[src/rtl/core_hold_ctl.sv]
module core_hold_ctl #(
  parameter int CNT_W = 8
) (
  input  logic        clk,
  input  logic        rst_n,
  input  logic        wr_en,
  input  logic [31:0] wr_data,
  input  logic        irq_pend,
  output logic        stall,
  output logic [31:0] rd_data
);
  localparam int FLAG_W = 27 - CNT_W;

  logic              sleep_q, hold_q, hold_aux_q, spare_q, run_q;
  logic [FLAG_W-1:0] flag_q;
  logic [CNT_W-1:0]  cnt_q;

  wire counting = run_q & (cnt_q != '0);
  wire last     = counting & (cnt_q == CNT_W'(1));

  always_ff @(posedge clk) begin
    if (!rst_n) begin
      sleep_q    <= 1'b0;
      hold_q     <= 1'b0;
      hold_aux_q <= 1'b0;
      spare_q    <= 1'b0;
      run_q      <= 1'b0;
      flag_q     <= '0;
      cnt_q      <= '0;
    end else if (wr_en) begin
      sleep_q    <= wr_data[31] & ~irq_pend;
      hold_q     <= wr_data[30];
      hold_aux_q <= wr_data[29];
      spare_q    <= wr_data[28];
      run_q      <= wr_data[27];
      flag_q     <= wr_data[26:CNT_W];
      cnt_q      <= wr_data[CNT_W-1:0];
    end else begin
      sleep_q <= sleep_q & ~irq_pend;
      if (counting) cnt_q <= cnt_q - CNT_W'(1);
      if (last && hold_q && hold_aux_q) hold_aux_q <= 1'b0;
    end
  end

  assign stall   = sleep_q | ((hold_q | hold_aux_q) & counting);
  assign rd_data = {sleep_q, hold_q, hold_aux_q, spare_q, run_q, flag_q, cnt_q};
endmodule

[config.mk]
export PLATFORM = sky130hd
export DESIGN_NAME = core_hold_ctl
export DESIGN_NICKNAME = d
export VERILOG_FILES = /design/src/rtl/core_hold_ctl.sv
export SDC_FILE = /design/constraint.sdc
export NUM_CORES = 1
export LEC_CHECK = 0
export BUFFER_PORTS_ARGS = -buffer_cell sky130_fd_sc_hd__buf_2
export CAP_MARGIN = 10
export CORE_MARGIN = 1.5
export CORE_UTILIZATION = 43
export CTS_BUF_LIST = sky130_fd_sc_hd__clkbuf_4
export CTS_CLUSTER_DIAMETER = 40
export CTS_CLUSTER_SIZE = 24
export DETAILED_ROUTE_END_ITERATION = 12
export PLACE_DENSITY = 0.78
export SYNTH_ARGS = -nofsm -noshare
export SYNTH_HDL_FRONTEND = slang
export SYNTH_SLANG_ARGS = --single-unit
export TNS_END_PERCENT = 20
[constraint.sdc]
create_clock -name clk -period 1.66 [get_ports clk]
set_input_delay 0.083 -clock clk [delete_from_list [all_inputs] [get_ports clk]]
set_output_delay 0.083 -clock clk [all_outputs]
set_load 0.02 [all_outputs]
==> impl_metrics.tcl, run 1 <==
set metrics [dict create \
    start_util_pct 44.7 \
    synth_area_sq_mm 0.00148 \
    avgRoutedWirePerCell_um 11.6 \
    areaGrowthSynthToFinish_pct 33.0 \
    r2r_end "cnt_q[6]" \
    clockBufferDepth 2 \
    critPathLaunch "cnt_q[1]" \
    dr.pass1.iters 6 \
    io_pins 69 \
    cts.reportedPaths.clkPinSlew_ns 0.09 \
    core_area_sq_mm 0.00331 \
    max_cap_viol_count 0 \
    clk_latency_ns 0.31 \
    cp-end-kind "primary output" \
    fin_util_pct 59.5 \
    fin_nets 261 \
    worstPathArrival_ns 1.50 \
    dp_cells 256 \
    ys.flop_type "dfxtp_1" \
    drc_errors 0 \
    die_w_um 61.7 \
    grt_pass1_wl_mm 4.91 \
    cts_made_buffers 5 \
    finClkSkew_ns 0.00244 \
    yosysUniqueCellTypes 31 \
    final_cell_mix "67 x buf_2, 31 x dfxtp_1, 23 x mux2i_1, 22 x nor2b_1, 11 x buf_4" \
    drt-total-wl_mm 3.11 \
    clock-sinks 32 \
    cts_max_level 2 \
    fill_cells 335 \
    yosys_register_bits 32 \
    cp_max_fo 5 \
    setup.worst_path.class "reg -> out" \
    setup_tns_ns 0 \
    final_layout_size_suffix_gt1_share_pct 41.9 \
    critPathCapture "stall" \
    place_hpwl_mm 2.31 \
    avgSynthCellArea_sq_um 9.94 \
    p_leak_uw 0.000971 \
    reg2reg_from "cnt_q[5]" \
    synth_edf_count 0 \
    grt_use_total_pct 17.5 \
    overflow 0 \
    regToRegSetupSlack_ns 0.16 \
    synth_warnings 0 \
    start_kind "flip-flop" \
    antenna_found_initial 0 \
    timing.final.ws_setup_ns 0.0800 \
    cts_tree "done" \
    power.density_mw_per_mm2 827 \
    grt_pass1_vias 1123 \
    routabilityCongestion 0.842 \
    fin_crit_ns 1.58 \
    syn_nets 188 \
    numPortBuffers 68 \
    finalNonFillerCells 268 \
    vias 1273 \
    final_common_cell "buf_2" \
    report.final.hold_viol_count 0 \
    hold_class "in -> reg" \
    worstPathRequired_ns 1.58 \
    final.period_utilization_pct 95.2 \
    drv_slew 0 \
    timing.slew.headroom_pct 66.2 \
    r2r_cells 5 \
    yosysSeqAreaShare_pct 43.2 \
    async_reset_ff_share_pct 0 \
    irDropWorstVdd_mv 0.488 \
    rows 21 \
    fmax_mhz 633 \
    dp_slack_ns 0.0847 \
    status "completed" \
    drt_iter0_markers 62 \
    viasPerCell 4.75 \
    postSynthCellCount 149 \
    diodes 0 \
    dieArea_sq_mm 0.00381 \
    die_height_um 61.7 \
    clockRootBuffer "clkbuf_4" \
    worst_pin_slew_ns 0.507 \
    final-setup-viol-count 0 \
    grt_max_degree 36 \
    ant_nets 0 \
]
==> synthesized netlist by cell type (all sizes together), types with 2 or more instances <==
| cell | instances | area (sq um) |
|---|---|---|
| a31oi | 2 | 12.5 |
| nor3b | 3 | 22.5 |
| dfxtp | 32 | 641 |
| nand3 | 7 | 40.0 |
| nor2b | 22 | 138 |
| a21oi | 5 | 28.8 |
| mux2i | 23 | 230 |
| o211a | 2 | 20.0 |
| nand2b | 4 | 25.0 |
| nand2 | 6 | 22.5 |
| xnor2 | 4 | 35.0 |
| nor2 | 2 | 7.51 |
| o21ai | 7 | 35.0 |
| clkbuf | 5 | 18.8 |
| inv | 4 | 15.0 |
| ha | 3 | 37.5 |
| buf | 8 | 52.6 |
==> worst min path at each step <==
| stage | startpoint | to | slack [ns] | cells past startpoint |
|---|---|---|---|---|
| after floorplan | irq_pend | sleep_q | 0.16 | 1 |
| final | wr_data[29] | hold_aux_q | 0.01 | 3 |
| after detailed placement | irq_pend | sleep_q | 0.25 | 2 |
| after global routing | wr_data[26] | flag_q[18] | 0.02 | 3 |
| after global placement | irq_pend | sleep_q | 0.25 | 2 |
| after CTS | wr_data[29] | hold_aux_q | 0.001 | 3 |
==> state kept, by name, indices dropped and copies added, names as in the netlist <==
| name | count |
|---|---|
| sleep_q | 1 |
| hold_q | 1 |
| spare_q | 1 |
| cnt_q | 8 |
| hold_aux_q | 1 |
| run_q | 1 |
| flag_q | 19 |
==> metal layers <==
metal	vias to the layer above	GRT usage [%]	wire length [um]
li1	648	-	-
met1	576	19.8	1340
met2	44	31.4	1560
met3	5	5.18	181
met4	0	5.47	24
met5	-	0	0
==> cells by family (layout without fill, tap and decap cells) <==
kind of cell / count (synthesis) / in the layout / share of synthesized area, %
adder cells (fa/ha/maj): 3 / 3 / 2.53
XOR/XNOR: 4 / 4 / 2.36
flip-flops: 32 / 32 / 43.2
AO/OA/AOI/OAI: 20 / 20 / 8.87
buffers and inverters: 17 / 90 / 5.83
AND/OR/NAND/NOR: 49 / 49 / 20.6
multiplexers: 24 / 24 / 16.6
==> metrics by stage <==
step | power [uW] | hold slack [ns] | area [sq um]
floorplan | 1110 | 0.159 | 1480
global placement | 1230 | 0.245 | 1850
detailed placement | 1240 | 0.249 | 1850
CTS | 1640 | 0.00104 | 1940
global route | 1730 | 0.0158 | 1970
finish | 1630 | 0.0130 | 1970
==> worst max-delay path, stage by stage (launching register included) <==
cell and delay [ns]:
dfxtp_4 0.38, inv_4 0.05, ha_4 0.15, nor3b_4 0.15, a21boi_2 0.16, o21ai_1 0.09, nand2b_1 0.08, buf_4 0.14
==> where the power goes <==
part	total, uW	switching [uW]	internal (uW)
clock	382	235	148
combinational	389	202	188
sequential	859	41.9	817
total	1630	478	1150
==> final cells by class <==
class                           instances  area [sq um]  share of cell area [%]
Clock buffer                            5          37.5                    1.90
Clock inverter                          2          7.51                   0.381
Inverter                                4          17.5                   0.889
Multi-Input combinational cell        100           778                    39.5
Sequential cell                        32           644                    32.7
Tap cell                               46          57.6                    2.92
Timing Repair Buffer                   79           428                    21.7
==> repair_timing <==
item,in CTS,in global routing
endpoints found under the hold margin,1,0
setup endpoints to repair,1,1
hold buffers,1,0
cloned,0,0
resized for setup,5,5
pin swaps,2,0
setup buffers,2,2
(Power assumes the default switching activity.)
==> run 2: changes to the inputs <==
--- a/config.mk
+++ b/config.mk
@@ -7,12 +7,13 @@
 export LEC_CHECK = 0
 export BUFFER_PORTS_ARGS = -buffer_cell sky130_fd_sc_hd__buf_2
 export CAP_MARGIN = 10
-export CORE_MARGIN = 1.5
 export CORE_UTILIZATION = 43
 export CTS_BUF_LIST = sky130_fd_sc_hd__clkbuf_4
 export CTS_CLUSTER_DIAMETER = 40
 export CTS_CLUSTER_SIZE = 24
 export DETAILED_ROUTE_END_ITERATION = 12
+export GPL_TIMING_DRIVEN = 0
+export HOLD_SLACK_MARGIN = 0.1
 export PLACE_DENSITY = 0.78
 export SYNTH_ARGS = -nofsm -noshare
 export SYNTH_HDL_FRONTEND = slang
==> impl_metrics.tcl, run 2 (synthesized netlist as in run 1, its figures left out) <==
set metrics [dict create \
    power.density_mw_per_mm2 810 \
    hold_class "in -> reg" \
    setup_tns_ns -0.0418 \
    dpl-instance-area_sq_mm 0.00187 \
    drt_iter0_markers 97 \
    largest-register "flag_q" \
    viasPerCell 4.86 \
    drt-total-wl_mm 4.47 \
    clk_latency_ns 0.34 \
    fin_crit_ns 1.70 \
    dieArea_sq_mm 0.00368 \
    worstPathRequired_ns 1.58 \
    fin_area_sq_mm 0.00243 \
    die_height_um 60.7 \
    overflow 0 \
    drc_errors 0 \
    final-setup-viol-count 1 \
    finalNonFillerCells 313 \
    dr.pass1.iters 5 \
    cts_tree "done" \
    ant_nets 0 \
    cp-end-kind "primary output" \
    start_util_pct 47.0 \
    timing.final.ws_setup_ns -0.0418 \
    whs_ns 0.248 \
    timing.slew.headroom_pct 67.4 \
    routabilityCongestion 0.880 \
    reg2reg_from "cnt_q[1]" \
    status "complete, but fails checks" \
    place_hpwl_mm 2.48 \
    violations "negative setup slack" \
    core_area_sq_mm 0.00315 \
    start_kind "flip-flop" \
    rows 20 \
    min_from "wr_en" \
    vias 1522 \
    cp_max_fo 5 \
    report.final.hold_viol_count 0 \
    slowest_stage "dfxtp_4" \
    final_layout_size_suffix_gt1_share_pct 38.7 \
    grt_max_degree 11 \
    numPortBuffers 67 \
    max_cap_viol_count 0 \
    avgRoutedWirePerCell_um 14.3 \
    grt_pass1_vias 1542 \
    final_cell_mix "69 x buf_2, 36 x dlygate4sd3_1, 30 x dfxtp_1, 23 x mux2i_1, 22 x nor2b_1" \
    die_w_um 60.7 \
    cp_top_family "flip-flops" \
    worst_pin_slew_ns 0.486 \
    clockRootBuffer "clkbuf_4" \
    crit_path_max_incr_delay_ns 0.38 \
    path_buf_inv 2 \
    final_common_cell "buf_2" \
    grt_use_total_pct 25.3 \
    finClkSkew_ns 0.00864 \
    clock-sinks 32 \
    grt_pass1_wl_mm 6.64 \
    fin_util_pct 76.9 \
    diodes 0 \
    fin_nets 307 \
    drv_slew 0 \
    fmax_mhz 588 \
    rsz0062_at_grt "true" \
    cts_max_level 2 \
    worstPathArrival_ns 1.62 \
    top_regs "flag_q x19, cnt_q x8" \
    critPathLaunch "cnt_q[1]" \
    antenna_found_initial 0 \
    regToRegSetupSlack_ns 0.10 \
    p_leak_uw 0.00117 \
    cts.reportedPaths.clkPinSlew_ns 0.11 \
    cp_cell_sequence "inv_4 -> ha_4 -> nor3b_4 -> a21boi_2 -> o21ai_2 -> nand2b_1 -> buf_6" \
    clockBufferDepth 2 \
    areaGrowthSynthToFinish_pct 63.8 \
    dp_cells 260 \
    setup.worst_path.class "reg -> out" \
    final.period_utilization_pct 103 \
    irDropWorstVdd_mv 0.500 \
    cts_made_buffers 5 \
    largest_register_ffs 19 \
    io_pins 69 \
]
==> run 2: cell count changes in the layout (fill, tap and decap cells not counted), moves of 2 or more <==
cell	before	now
dlygate4sd3_1	1	36
buf_2	67	69
clkinv_1	2	0
clkbuf_1	0	5
buf_4	11	14
==> run 2: metal layers <==
metal	share of wire (%)	global-route usage, %	up-vias
met5	0	0	-
met4	2.6	11.4	0
met3	5.3	7.68	15
met2	53	48.0	63
met1	39	25.2	697
li1	-	-	747
==> run 2: final timing paths <==
kind	cells after the start	endpoint
worst max-delay path	7	stall
worst max register to register	7	cnt_q[0]
worst min register to register	2	flag_q[10]
worst min-delay path	4	hold_aux_q
==> run 2: repair_timing <==
action	CTS	global route
gates resized for setup	12	3
hold buffers	36	0
pin swaps	3	2
hold endpoints to repair	32	0
setup buffers	3	6
setup endpoints to repair	4	3
==> run 2: area by class of cell <==
| cell class | count | area, sq um |
|---|---|---|
| Multi-Input combinational cell | 100 | 782 |
| Buffer | 13 | 71.3 |
| Sequential cell | 32 | 648 |
| Tap cell | 44 | 55.1 |
| Inverter | 4 | 20.0 |
| Timing Repair Buffer | 112 | 769 |
| Clock buffer | 6 | 45.0 |
| Fill cell | 230 | 727 |
| Clock inverter | 2 | 35.0 |
==> run 2: metrics by stage <==
stage,total power (uW),worst slack (ns)
final,1960,-0.0418
after global routing,2040,-0.0856
after CTS,1920,0.00700
after detailed placement,1230,-0.110
after global placement,1230,-0.0790
after floorplan,1110,0.0185
==> run 2: worst min-delay path, delay by kind of cell <==
family | cells | cell delay [ns]
compound gates | 1 | 0.06
simple gates | 1 | 0.09
buf+inv | 2 | 0.31
==> run 2: power breakdown <==
| part | switching [uW] | total [uW] | internal [uW] |
|---|---|---|---|
| combinational | 230 | 484 | 253 |
| clock | 283 | 615 | 332 |
| sequential | 49.7 | 867 | 817 |
| total | 563 | 1960 | 1400 |
==> run 3: changes to the inputs <==
--- a/config.mk
+++ b/config.mk
@@ -7,14 +7,18 @@
 export LEC_CHECK = 0
 export BUFFER_PORTS_ARGS = -buffer_cell sky130_fd_sc_hd__buf_2
 export CAP_MARGIN = 10
-export CORE_UTILIZATION = 43
+export CELL_PAD_IN_SITES_DETAIL_PLACEMENT = 0
+export CELL_PAD_IN_SITES_GLOBAL_PLACEMENT = 1
+export CORE_ASPECT_RATIO = 0.7
+export CORE_UTILIZATION = 31
 export CTS_BUF_LIST = sky130_fd_sc_hd__clkbuf_4
 export CTS_CLUSTER_DIAMETER = 40
 export CTS_CLUSTER_SIZE = 24
 export DETAILED_ROUTE_END_ITERATION = 12
 export GPL_TIMING_DRIVEN = 0
 export HOLD_SLACK_MARGIN = 0.1
-export PLACE_DENSITY = 0.78
+export MAX_ROUTING_LAYER = met4
+export PLACE_DENSITY_LB_ADDON = 0.1
 export SYNTH_ARGS = -nofsm -noshare
 export SYNTH_HDL_FRONTEND = slang
 export SYNTH_SLANG_ARGS = --single-unit
==> impl_metrics.tcl, run 3 (synthesized netlist as in run 1, its figures left out) <==
set metrics [dict create \
    status "completed" \
    final-setup-viol-count 0 \
    slowest_stage "dfxtp_4" \
    worst_pin_slew_ns 0.482 \
    finClkSkew_ns 0.00362 \
    fin_crit_ns 1.62 \
    irDropWorstVdd_mv 0.417 \
    place_hpwl_mm 2.63 \
    clockRootBuffer "clkbuf_4" \
    finalNonFillerCells 323 \
    io_pins 69 \
    p_leak_uw 0.00116 \
    areaGrowthSynthToFinish_pct 62.3 \
    drv_slew 0 \
    core_area_sq_mm 0.00445 \
    numPortBuffers 67 \
    dp_cells 271 \
    fmax_mhz 618 \
    grt_pass1_vias 1433 \
    cp-end-kind "primary output" \
    antenna_found_initial 0 \
    whs_path_depth 4 \
    report.final.hold_viol_count 0 \
    timing.slew.headroom_pct 67.9 \
    die_w_um 84.6 \
    routabilityCongestion 0.767 \
    clockBufferDepth 2 \
    cp_cell_sequence "inv_4 -> ha_4 -> nor3b_4 -> a21boi_2 -> o21ai_1 -> nand2b_1 -> buf_6" \
    vias 1463 \
    min_from "wr_en" \
    clock-sinks 32 \
    cts_max_level 2 \
    worstPathRequired_ns 1.58 \
    cp_max_fo 4 \
    worstPathArrival_ns 1.53 \
    cts_tree "done" \
    path_buf_inv 2 \
    avgRoutedWirePerCell_um 12.3 \
    largest_register_ffs 19 \
    r2r_cells 5 \
    wl_met3_um 181 \
    largest-register "flag_q" \
    start_util_pct 33.3 \
    grt_use_total_pct 17.5 \
    cp_top_family "flip-flops" \
    power.density_mw_per_mm2 745 \
    grt_pass1_wl_mm 6.54 \
    drc_errors 0 \
    die_height_um 59.8 \
    final_layout_size_suffix_gt1_share_pct 37.7 \
    cts_made_buffers 5 \
    min_to "hold_aux_q" \
    start_kind "flip-flop" \
    top_regs "flag_q x19, cnt_q x8" \
    overflow 0 \
    viasPerCell 4.53 \
    reg2reg_from "cnt_q[0]" \
    fin_nets 306 \
    wirelength_met1_mm 1.84 \
    drt_iter0_markers 41 \
    top_layer "met4" \
    met2WireLength_mm 1.94 \
    max_cap_viol_count 0 \
    rsz0062_at_grt "true" \
    regToRegSetupSlack_ns 0.15 \
    diodes 0 \
    dp_slack_ns -0.162 \
    cts.reportedPaths.clkPinSlew_ns 0.10 \
    drt-total-wl_mm 3.99 \
    dr.pass1.iters 6 \
    ant_nets 0 \
    hold_class "in -> reg" \
    grt_max_degree 11 \
    final_common_cell "buf_2" \
    final_cell_mix "69 x buf_2, 36 x dlygate4sd3_1, 30 x dfxtp_1, 23 x mux2i_1, 22 x nor2b_1" \
    rows 20 \
    clk_latency_ns 0.33 \
    r2r_end "cnt_q[3]" \
    crit_path_max_incr_delay_ns 0.39 \
    final.period_utilization_pct 97.5 \
    timing.final.ws_setup_ns 0.0422 \
    setup.worst_path.class "reg -> out" \
    dieArea_sq_mm 0.00506 \
]
run 3: worst max-delay path by stage:
stage,slack (ns),startpoint,cells after the start,end
3_5_place_dp,-0.16,cnt_q[0],6,cnt_q[0]
6_report,0.04,cnt_q[1],7,stall
3_3_place_gp,-0.18,cnt_q[0],6,cnt_q[0]
2_1_floorplan,0.02,cnt_q[0],6,cnt_q[0]
5_1_grt,-0.06,cnt_q[1],7,stall
4_1_cts,0.009,cnt_q[1],7,stall
run 3: repair_timing:
action,4_1_cts,5_1_grt
setup buffers,3,5
gates resized for setup,13,1
hold buffers,36,0
endpoints found under the setup margin,6,1
pin swaps,3,2
cloned,0,0
endpoints found under the hold margin,32,0
run 3: layer usage:
| metal | GRT usage [%] | up-vias |
|---|---|---|
| met2 | 30.4 | 38 |
| met4 | 5.81 | 0 |
| met3 | 4.28 | 4 |
| met5 | - | - |
| met1 | 20.3 | 680 |
| li1 | - | 741 |
run 3: area by class of cell:
type / count / area (sq um)
Fill cell: 423 / 2050
Clock inverter: 1 / 3.75
Multi-Input combinational cell: 100 / 778
Clock buffer: 7 / 52.6
Inverter: 4 / 20.0
Sequential cell: 32 / 648
Tap cell: 55 / 68.8
Timing Repair Buffer: 111 / 762
Buffer: 13 / 71.3
run 3: worst reg2reg max path, stage by stage (launching register included):
cell and delay [ns]:
dfxtp_4 0.36, buf_4 0.15, or4b_1 0.51, a21oi_1 0.16, xnor2_1 0.13, a21oi_1 0.08
run 3: report_power, final:
part / switching [uW] / internal (uW) / total [uW]
registers: 45.1 / 817 / 862
logic: 220 / 249 / 468
clock network: 266 / 196 / 462
run 3: stage by stage:
stage	instance area (sq um)	hold WS, ns	power (uW)	util [%]	TNS (ns)
final	2400	0.246	1790	54.0	0
after global routing	2400	0.270	1890	54.0	-0.0648
after CTS	2360	0.234	1800	53.1	0
after detailed placement	1890	0.247	1240	42.3	-0.343
after global placement	1890	0.246	1230	42.3	-0.475
after floorplan	1480	0.159	1110	-	0
